--- config.mk ---
export PLATFORM = sky130hd
export DESIGN_NAME = offset_cal_ctrl
export DESIGN_NICKNAME = d
export VERILOG_FILES = /design/src/rtl/ofc_pkg.sv /design/src/rtl/ofc_sequencer.sv /design/src/rtl/ofc_slice.sv /design/src/rtl/offset_cal_ctrl.sv
export SDC_FILE = /design/constraint.sdc
export NUM_CORES = 1
export LEC_CHECK = 0
export ABC_AREA = 1
export ABC_CLOCK_PERIOD_IN_PS = 4400
export BUFFER_PORTS_ARGS = -buffer_cell sky130_fd_sc_hd__buf_2
export CORE_MARGIN = 3
export CORE_UTILIZATION = 40
export DETAILED_ROUTE_END_ITERATION = 8
export HOLD_SLACK_MARGIN = 0.06
export PLACE_DENSITY_LB_ADDON = 0.15
export SLEW_MARGIN = 5
export SYNTH_ARGS = -nofsm -noshare
export SYNTH_HDL_FRONTEND = slang
export SYNTH_HIERARCHICAL = 1
export SYNTH_SLANG_ARGS = --single-unit
--- constraint.sdc ---
create_clock -name clk -period 4.4 [get_ports clk]
set_input_delay 0.88 -clock clk [delete_from_list [all_inputs] [get_ports clk]]
set_output_delay 0.88 -clock clk [all_outputs]
set_load 0.02 [all_outputs]
--- src/rtl/ofc_pkg.sv ---
package ofc_pkg;

    typedef enum logic [1:0] {
        SEQ_IDLE   = 2'd0,
        SEQ_COARSE = 2'd1,
        SEQ_FINE   = 2'd2
    } seq_state_e;

    typedef enum logic [2:0] {
        SL_IDLE  = 3'd0,
        SL_CTRK  = 3'd1,
        SL_CWAIT = 3'd2,
        SL_FTRK  = 3'd3,
        SL_DONE  = 3'd4
    } slice_state_e;

endpackage

--- src/rtl/ofc_sequencer.sv ---
module ofc_sequencer
    import ofc_pkg::*;
#(
    parameter int C_W = 6,
    parameter int F_W = 10
) (
    input  logic           clk,
    input  logic           rst_n,
    input  logic           start,
    input  logic           all_left,
    output logic [C_W-1:0] coarse_code,
    output logic [F_W-1:0] fine_code,
    output logic           start_acc,
    output logic           go_fine,
    output logic           fine_last
);

    localparam logic [C_W-1:0] C_MAX = '1;
    localparam logic [F_W-1:0] F_MAX = '1;

    typedef struct packed {
        seq_state_e     st;
        logic [C_W-1:0] cc;
        logic [F_W-1:0] fc;
    } seq_t;

    seq_t q, d;

    always_comb begin
        d         = q;
        start_acc = 1'b0;
        go_fine   = 1'b0;
        fine_last = 1'b0;
        case (q.st)
            SEQ_IDLE: begin
                if (start) begin
                    start_acc = 1'b1;
                    d.st      = SEQ_COARSE;
                    d.cc      = '0;
                    d.fc      = '0;
                end
            end
            SEQ_COARSE: begin
                if (all_left || q.cc == C_MAX) begin
                    go_fine = 1'b1;
                    d.st    = SEQ_FINE;
                    d.cc    = '0;
                    d.fc    = '0;
                end else begin
                    d.cc = q.cc + 1'b1;
                end
            end
            SEQ_FINE: begin
                if (q.fc == F_MAX) begin
                    fine_last = 1'b1;
                    d.st      = SEQ_IDLE;
                    d.fc      = '0;
                end else begin
                    d.fc = q.fc + 1'b1;
                end
            end
            default: d.st = SEQ_IDLE;
        endcase
    end

    always_ff @(posedge clk) begin
        if (!rst_n) begin
            q.st <= SEQ_IDLE;
            q.cc <= '0;
            q.fc <= '0;
        end else begin
            q <= d;
        end
    end

    assign coarse_code = q.cc;
    assign fine_code   = q.fc;


    coarse_step_chk: assert property (@(posedge clk) disable iff (!rst_n)
        (q.st == SEQ_COARSE && !go_fine) |=> (coarse_code == $past(coarse_code) + 1'b1));


    fine_step_chk: assert property (@(posedge clk) disable iff (!rst_n)
        (q.st == SEQ_FINE && !fine_last) |=> (fine_code == $past(fine_code) + 1'b1));


    no_restart_chk: assert property (@(posedge clk) disable iff (!rst_n)
        (q.st == SEQ_FINE) |=> (q.st != SEQ_COARSE));

endmodule

--- src/rtl/ofc_slice.sv ---
module ofc_slice
    import ofc_pkg::*;
#(
    parameter int C_W = 6,
    parameter int F_W = 10
) (
    input  logic           clk,
    input  logic           rst_n,
    input  logic           start_acc,
    input  logic           go_fine,
    input  logic           fine_last,
    input  logic [C_W-1:0] coarse_code,
    input  logic [F_W-1:0] fine_code,
    input  logic           cmp,
    output logic           left,
    output logic           sw_pos,
    output logic           sw_neg,
    output logic           fine_en,
    output logic           done,
    output logic [C_W-1:0] ctrim,
    output logic [F_W-1:0] ftrim
);

    typedef struct packed {
        slice_state_e   st;
        logic           pol;
        logic           fref;
        logic [C_W-1:0] ct;
        logic [F_W-1:0] ft;
    } slice_t;

    slice_t q, d;
    logic   c_flip;
    logic   f_flip;

    assign c_flip = (cmp != q.pol);
    assign f_flip = (cmp != q.fref);
    assign left   = (q.st == SL_CWAIT) || (q.st == SL_CTRK && c_flip);

    always_comb begin
        d = q;
        if (start_acc) begin
            d.st   = SL_CTRK;
            d.pol  = cmp;
            d.fref = 1'b0;
            d.ct   = '0;
            d.ft   = '0;
        end else begin
            case (q.st)
                SL_CTRK: begin
                    if (go_fine) begin
                        d.ct   = coarse_code;
                        d.st   = SL_FTRK;
                        d.fref = cmp;
                    end else if (c_flip) begin
                        d.ct = coarse_code;
                        d.st = SL_CWAIT;
                    end
                end
                SL_CWAIT: begin
                    if (go_fine) begin
                        d.st   = SL_FTRK;
                        d.fref = cmp;
                    end
                end
                SL_FTRK: begin
                    if (f_flip || fine_last) begin
                        d.ft = fine_code;
                        d.st = SL_DONE;
                    end
                end
                default: ;
            endcase
        end
    end

    always_ff @(posedge clk) begin
        if (!rst_n) begin
            q.st   <= SL_IDLE;
            q.pol  <= 1'b0;
            q.fref <= 1'b0;
            q.ct   <= '0;
            q.ft   <= '0;
        end else begin
            q <= d;
        end
    end

    assign sw_pos  = (q.st == SL_CTRK) && !q.pol;
    assign sw_neg  = (q.st == SL_CTRK) &&  q.pol;
    assign fine_en = (q.st == SL_FTRK);
    assign done    = (q.st == SL_DONE);
    assign ctrim   = q.ct;
    assign ftrim   = q.ft;


    side_excl_chk: assert property (@(posedge clk) disable iff (!rst_n)
        !(sw_pos && sw_neg));


    coarse_store_chk: assert property (@(posedge clk) disable iff (!rst_n)
        (q.st == SL_CTRK && c_flip && !start_acc) |=> (ctrim == $past(coarse_code) && !sw_pos && !sw_neg));


    done_hold_chk: assert property (@(posedge clk) disable iff (!rst_n)
        (done && !start_acc) |=> done);


    fine_store_chk: assert property (@(posedge clk) disable iff (!rst_n)
        (fine_en && fine_last) |=> (done && ftrim == $past(fine_code)));

endmodule

--- src/rtl/offset_cal_ctrl.sv ---
module offset_cal_ctrl #(
    parameter int N_CMP = 4,
    parameter int C_W   = 6,
    parameter int F_W   = 10
) (
    input  logic                 clk,
    input  logic                 rst_n,
    input  logic                 cal_start,
    input  logic [N_CMP-1:0]     cmp_dec,
    output logic [C_W-1:0]       coarse_code,
    output logic [F_W-1:0]       fine_code,
    output logic [N_CMP-1:0]     sw_pos,
    output logic [N_CMP-1:0]     sw_neg,
    output logic [N_CMP-1:0]     fine_en,
    output logic [N_CMP-1:0]     cal_done,
    output logic [N_CMP*C_W-1:0] coarse_trim,
    output logic [N_CMP*F_W-1:0] fine_trim
);

    logic             start_acc;
    logic             go_fine;
    logic             fine_last;
    logic [N_CMP-1:0] left_vec;
    logic             all_left;

    assign all_left = &left_vec;

    ofc_sequencer #(
        .C_W (C_W),
        .F_W (F_W)
    ) u_seq (
        .clk         (clk),
        .rst_n       (rst_n),
        .start       (cal_start),
        .all_left    (all_left),
        .coarse_code (coarse_code),
        .fine_code   (fine_code),
        .start_acc   (start_acc),
        .go_fine     (go_fine),
        .fine_last   (fine_last)
    );

    for (genvar i = 0; i < N_CMP; i++) begin : g_slice
        ofc_slice #(
            .C_W (C_W),
            .F_W (F_W)
        ) u_slice (
            .clk         (clk),
            .rst_n       (rst_n),
            .start_acc   (start_acc),
            .go_fine     (go_fine),
            .fine_last   (fine_last),
            .coarse_code (coarse_code),
            .fine_code   (fine_code),
            .cmp         (cmp_dec[i]),
            .left        (left_vec[i]),
            .sw_pos      (sw_pos[i]),
            .sw_neg      (sw_neg[i]),
            .fine_en     (fine_en[i]),
            .done        (cal_done[i]),
            .ctrim       (coarse_trim[i*C_W +: C_W]),
            .ftrim       (fine_trim[i*F_W +: F_W])
        );
    end


    code_excl_chk: assert property (@(posedge clk) disable iff (!rst_n)
        (coarse_code != '0) |-> (fine_code == '0));


    phase_excl_chk: assert property (@(posedge clk) disable iff (!rst_n)
        (fine_en != '0) |-> ((sw_pos | sw_neg) == '0));

endmodule

==> impl_metrics.yaml, run 1 <==
global_routing:
  grtUsageMet1_pct: 24.8
  grt_use_total_pct: 18.6
  top_usage_layer: "met2"
  grt_overflow: 0
  grt_use_met2_pct: 30.5
  grt.met3_usage_pct: 3.55
  grt_max_degree: 28
  grt_pass1_vias: 4135
  antenna_found_initial: 0
  grt_pass1_wl_mm: 21.5
synth:
  synth-seq-cells: 102
  syn_avg_cell_area_sq_um: 7.17
  netlist_area_sq_um: 5420
  yosys_most_used_dff: "dfxtp_1"
  yosys_warnings: 6
  synth_edf_count: 0
  synthesis.nets: 766
  syn_inst: 757
  ys_seq_area_share_pct: 37.6
  synth-async-reset-ratio_pct: 0
  ys_types: 31
power_and_ir_drop:
  vdd.ir_drop.worst_mv: 0.176
  p_leak_nw: 2.57
  power.density_nw_per_um2: 414
drt:
  routedWlPerCell_um: 14.4
  drc: 0
  ant_nets: 0
  via_per_inst: 4.80
  drtIter0Drc: 224
  drt-total-wl_mm: 13.7
  dr_total_vias: 4586
  dr.pass1.iters: 5
floorplan:
  die_h_um: 122
  die-area_sq_um: 15000
  fp-row-count: 41
  pin_count: 103
  die_w_um: 122
  floorplan.initialDensity_pct: 42.0
  coreArea_sq_um: 12900
worst_hold_path:
  holdCritPathClass: "reg2reg"
timing:
  min_period_over_period_pct: 60.3
  finalSetupViolCount: 0
  finalClockSkew_ns: 0.00886
  max_freq_mhz: 377
  finalMaxSlewViolations: 0
  slew_headroom_pct: 44.8
  period_needed_ns: 2.66
  final.setup.worst_slack_ns: 1.74
  tns_ns: 0
  tightest_slew_ns: 0.827
  hold_viol: 0
  grt_setup_unrepaired: "no"
layout:
  syn2layout_area_growth_pct: 5.77
  nets: 787
  final_common_cell: "nor2_1"
  layout-drive-gt1-share_pct: 26.1
  n_antenna_cell: 0
  fill_cells: 1375
  final_cell_mix: "nor2_1, dfxtp_1, buf_2"
worst_setup_path:
  worstSetupPathType: "reg2reg"
  end_kind: "register"
  cp.required_ns: 4.69
  critPathLaunchType: "register"
  worstPathMaxFanout: 13
  cp.arrival_ns: 2.94
clock_network:
  clock_sinks: 102
  htree_levels: 3
  clk_pin_slew_ns: 0.07
  cts_made_buffers: 9
  cts_root_buffer: "clkbuf_16"
  cts_tree: "yes"
  clock_latency_ns: 0.35
  clockBufferDepth: 2
  holdBufCountCts: 0
  post_cts_resized: 0
  post-cts-setup-buffers: 0
placement:
  dpl_worst_slack_ns: 1.43
  globalplace.congestion: 0.857
  numPortBuffers: 102
  dp_hpwl_mm: 9.94
job:
  maxCapViolations: 0
outcome:
  status: "complete, no violations"
## worst max-delay path, stage by stage (launching register included)
cell	delay, ns
dfxtp_1	0.63
ha_1	0.27
nand2_1	0.09
nor2_2	0.21
nand2_1	0.10
nor4_1	0.19
buf_4	0.21
inv_1	0.06
nand3_2	0.08
nand2_2	0.21
inv_2	0.32
o21ai_1	0.10
a21oi_1	0.12
## through the flow
stage	hold slack (ns)	std cells	area, sq um	power (mW)	util, %
floorplan	0.444	757	5420	1.47	-
global placement	0.458	939	5420	1.55	41.9
detailed placement	0.461	939	5420	1.56	41.9
CTS	0.471	955	5740	2.40	44.4
global route	0.494	955	5740	2.51	44.4
finish	0.471	955	5740	2.38	44.4
## where the power goes
group          internal, mW  leakage, nW  switching [mW]  total, mW
logic                 0.165         1.59           0.348      0.512
registers             0.975        0.826          0.0508       1.03
clock network         0.466        0.152           0.373      0.839
## per-layer routing
metal | vias to the layer above | part of all wire [%]
li1 | 2363 | -
met1 | 2090 | 48
met2 | 114 | 45
met3 | 19 | 5.6
met4 | 0 | 1.6
met5 | - | 0
## registers in the layout, indices dropped and copies added, names as in the netlist
name / count
g_slice.u_slice/ctrim: 24
g_slice.u_slice/ftrim: 40
g_slice.u_slice/q: 20
u_seq/coarse_code: 6
u_seq/fine_code: 10
u_seq/q: 2
## logic make-up (layout without fill, tap and decap cells)
| kind of cell | count (synthesis) | count (layout) | share of synthesized area, % |
|---|---|---|---|
| AO/OA/AOI/OAI | 135 | 135 | 12.8 |
| adder cells (fa/ha/maj) | 2 | 2 | 0.461 |
| buffers and inverters | 171 | 197 | 18.9 |
| flip-flops | 102 | 102 | 37.6 |
| AND/OR/NAND/NOR | 347 | 347 | 30.1 |
## final cells by class
| type | instances | area, sq um | share of cell area (%) |
|---|---|---|---|
| inverters | 78 | 293 | 5.10 |
| repair buffers | 103 | 518 | 9.03 |
| flip-flops and latches | 102 | 2040 | 35.6 |
| well taps | 172 | 215 | 3.75 |
| clock inverters | 6 | 75.1 | 1.31 |
| clock buffers | 10 | 239 | 4.17 |
| multi-input cells | 484 | 2350 | 41.0 |
## synth_stat cells, types with 11 or more instances
library cell  number  area, sq um
inv_1             58          218
nor2_4            11          124
o21ai_1           41          205
nand2_2           22          138
dfxtp_1          102         2040
inv_2             20         75.1
a21oi_1           33          165
o21ai_0           53          265
nand3_2           12          120
nor2_1           165          619
nand3_1           21          105
nand2_1           89          334
nor2_2            13         81.3
buf_4             80          601
## final timing paths
path                       startpoint                       end  slack (ns)  cells past startpoint
max                u_seq/fine_code[0]  g_slice[3].u_slice/q[19]        1.74                     12
min          g_slice[0].u_slice/q[16]  g_slice[0].u_slice/q[16]        0.47                      2
max reg2reg        u_seq/fine_code[0]  g_slice[3].u_slice/q[19]        1.74                     12
min reg2reg  g_slice[0].u_slice/q[16]  g_slice[0].u_slice/q[16]        0.47                      2
Power figures use the tool's default switching activity.
==> run 2: changes to the inputs <==
ABC_AREA = 0   (was 1)
ABC_CLOCK_PERIOD_IN_PS = 2400   (was 4400)
clock period = 2.4 ns   (was 4.4 ns; I/O delays follow)
==> run 2 against run 1 <==
Compared with the run above: non-clock buffer count grew 45; highest routed layer unchanged; clock power grew 79%; wire length grew 2.5%; count of clock-buffer cells in the layout grew 1; critical endpoint is now g_slice[2].u_slice/q[18]; critical path depth shrank 2; largest power group unchanged; clock skew is essentially flat; die area grew 3.5%; core utilization grew 1.8 points; critical path type unchanged; first-iteration DRC count grew 60%; worst hold slack lost 0.035 ns; cell count shrank 8.4%; fmax grew 22%.
==> impl_metrics.yaml, run 2 <==
synth:
  synth_edf_count: 0
  synth.most_common_cell: "nand2_1"
  synthesis.nets: 660
  syn_avg_cell_area_sq_um: 8.64
  synth_commonest_cells: "nand2_1, dfxtp_1, buf_4, mux2i_1, nor2b_1"
  ys_seq_area_share_pct: 36.3
  synth_compound_area_share_pct: 10.5
  synthMuxAreaShare_pct: 12.3
  yosys.area.top_type: "dfxtp_1"
  syn_inst: 651
  synth_top_family_by_area: "simple AND/OR/NAND/NOR gates"
  synth_fa_ha_area_share_pct: 0.445
  synth_area_leaders: "dfxtp_1, mux2i_1, buf_4"
  netlist_area_sq_um: 5620
  ys_types: 51
  synth-async-reset-ratio_pct: 0
  synth-seq-cells: 102
  yosys_most_used_dff: "dfxtp_1"
  synthSimpleGateAreaFrac_pct: 22.4
  yosys_warnings: 6
  yosysTopAreaCellShare_pct: 36.3
  synth_xor_area_share_pct: 1.87
drt:
  dr_total_vias: 4411
  via_per_inst: 5.04
  drtIter0Drc: 359
  dr.pass1.iters: 5
  drc: 0
  ant_nets: 0
  drt-total-wl_mm: 14.1
  routedWlPerCell_um: 16.1
floorplan:
  die-area_sq_um: 15500
  die_w_um: 125
  floorplan.initialDensity_pct: 41.6
  fp-row-count: 42
  coreArea_sq_um: 13500
  die_h_um: 125
  pin_count: 103
global_routing:
  grt_overflow: 0
  grt_pass1_vias: 4370
  grt_pass1_wl_mm: 23.0
  antenna_found_initial: 0
  grt_use_total_pct: 18.2
  grt_max_degree: 34
worst_setup_path:
  crit_path_end: "g_slice[2].u_slice/q[18]"
  cp.arrival_ns: 2.41
  cp.required_ns: 2.63
  end_kind: "register"
  rrSetupSlack_ns: 0.23
  worstSetupPathType: "reg2reg"
  worstReg2RegStart: "g_slice[0].u_slice/q[19]"
  reg2reg_depth: 10
  worstSetupStartpoint: "g_slice[0].u_slice/q[19]"
  worstPathMaxFanout: 10
  critPathLaunchType: "register"
  regToRegEndpoint: "g_slice[2].u_slice/q[18]"
timing:
  finalSetupViolCount: 0
  max_freq_mhz: 460
  grt_setup_unrepaired: "no"
  min_period_over_period_pct: 90.6
  period_needed_ns: 2.17
  slew_headroom_pct: 71.5
  final.setup.worst_slack_ns: 0.226
  tightest_slew_ns: 0.427
  finalMaxSlewViolations: 0
  tns_ns: 0
  hold_ws_ns: 0.436
  finalClockSkew_ns: 0.00925
  hold_viol: 0
layout:
  final_area_sq_um: 6240
  n_antenna_cell: 0
  post-route-util_pct: 46.2
  nets: 704
  layout-drive-gt1-share_pct: 26.6
  syn2layout_area_growth_pct: 10.9
  final_cell_mix: "nand2_1, dfxtp_1, buf_2"
  largest_register_ffs: 40
  layout.cells.non_filler: 875
  final_common_cell: "nand2_1"
  fill_cells: 1319
clock_network:
  clk_pin_slew_ns: 0.07
  cts_tree: "yes"
  clockBufferDepth: 2
  cts_root_buffer: "clkbuf_16"
  clock_latency_ns: 0.35
  cts_made_buffers: 9
  clock_sinks: 102
  htree_levels: 3
  holdBufCountCts: 0
placement:
  numPortBuffers: 102
  dpl_worst_slack_ns: -0.0573
  dp.cells: 860
  dpl_cell_area_sq_um: 5940
  globalplace.congestion: 0.799
  dp_hpwl_mm: 10.2
job:
  maxCapViolations: 0
power_and_ir_drop:
  vdd.ir_drop.worst_mv: 0.318
  power.density_nw_per_um2: 589
  p_leak_nw: 2.53
  fin_total_pwr_mw: 3.68
outcome:
  status: "complete, no violations"
worst_hold_path:
  holdCritPathClass: "in2reg"
  holdPathStages: 3
## run 2: timing repair
| action | in CTS | in global routing |
|---|---|---|
| gates resized for setup | 0 | 1 |
| setup buffers | 0 | 0 |
| endpoints found under the setup margin | 0 | 19 |
## run 2: worst min path at each step
stage | startpoint | endpoint | slack, ns
after floorplan | g_slice[0].u_slice/ctrim[0] | g_slice[0].u_slice/ctrim[0] | 0.44
after global placement | g_slice[0].u_slice/ftrim[4] | g_slice[0].u_slice/ftrim[4] | 0.44
after detailed placement | g_slice[0].u_slice/ftrim[9] | g_slice[0].u_slice/ftrim[9] | 0.44
after CTS | cmp_dec[3] | g_slice[3].u_slice/q[16] | 0.42
after global routing | cmp_dec[3] | g_slice[3].u_slice/q[16] | 0.43
final | cmp_dec[3] | g_slice[3].u_slice/q[16] | 0.44
## run 2: cell type report
class / instances / area (sq um) / area share, %
clock buffer: 11 / 243 / 3.89
clock inverter: 4 / 55.1 / 0.883
inverter: 17 / 63.8 / 1.02
multi-input combinational: 417 / 2680 / 43.0
sequential: 102 / 2040 / 32.7
tap: 176 / 220 / 3.53
timing repair buffer: 148 / 931 / 14.9
## run 2: kinds of logic after synthesis
group,count (synthesis)
xor gates and xnor gates,12
buffers and inverters,132
and+or+nand+nor,257
DFF,102
adders and majority gates,2
AOI/OAI and AO/OA,77
muxes,69
## run 2: layer usage
layer  up-vias  part of all wire [%]  track usage [%]
met4         0                   1.8             6.96
met3        17                   4.3             3.30
met1      2095                    47             24.2
met2       104                    47             29.5
li1       2195                     -                -
met5         -                     0                0
## run 2: critical path, cell delays in order, from the launching register on
cell and delay, ns:
dfxtp_1 0.51, inv_1 0.12, nand3_1 0.10, a21oi_1 0.09, and4_1 0.21, o21bai_1 0.18, and2_4 0.21, buf_4 0.16
and3b_1 0.17, o31ai_1 0.20, o22ai_1 0.11
## run 2: where the power goes
group          internal [mW]  switching, mW  total (mW)
clock network          0.840          0.661        1.50
registers               1.72         0.0409        1.76
logic                  0.183          0.237       0.420
total                   2.74          0.938        3.68
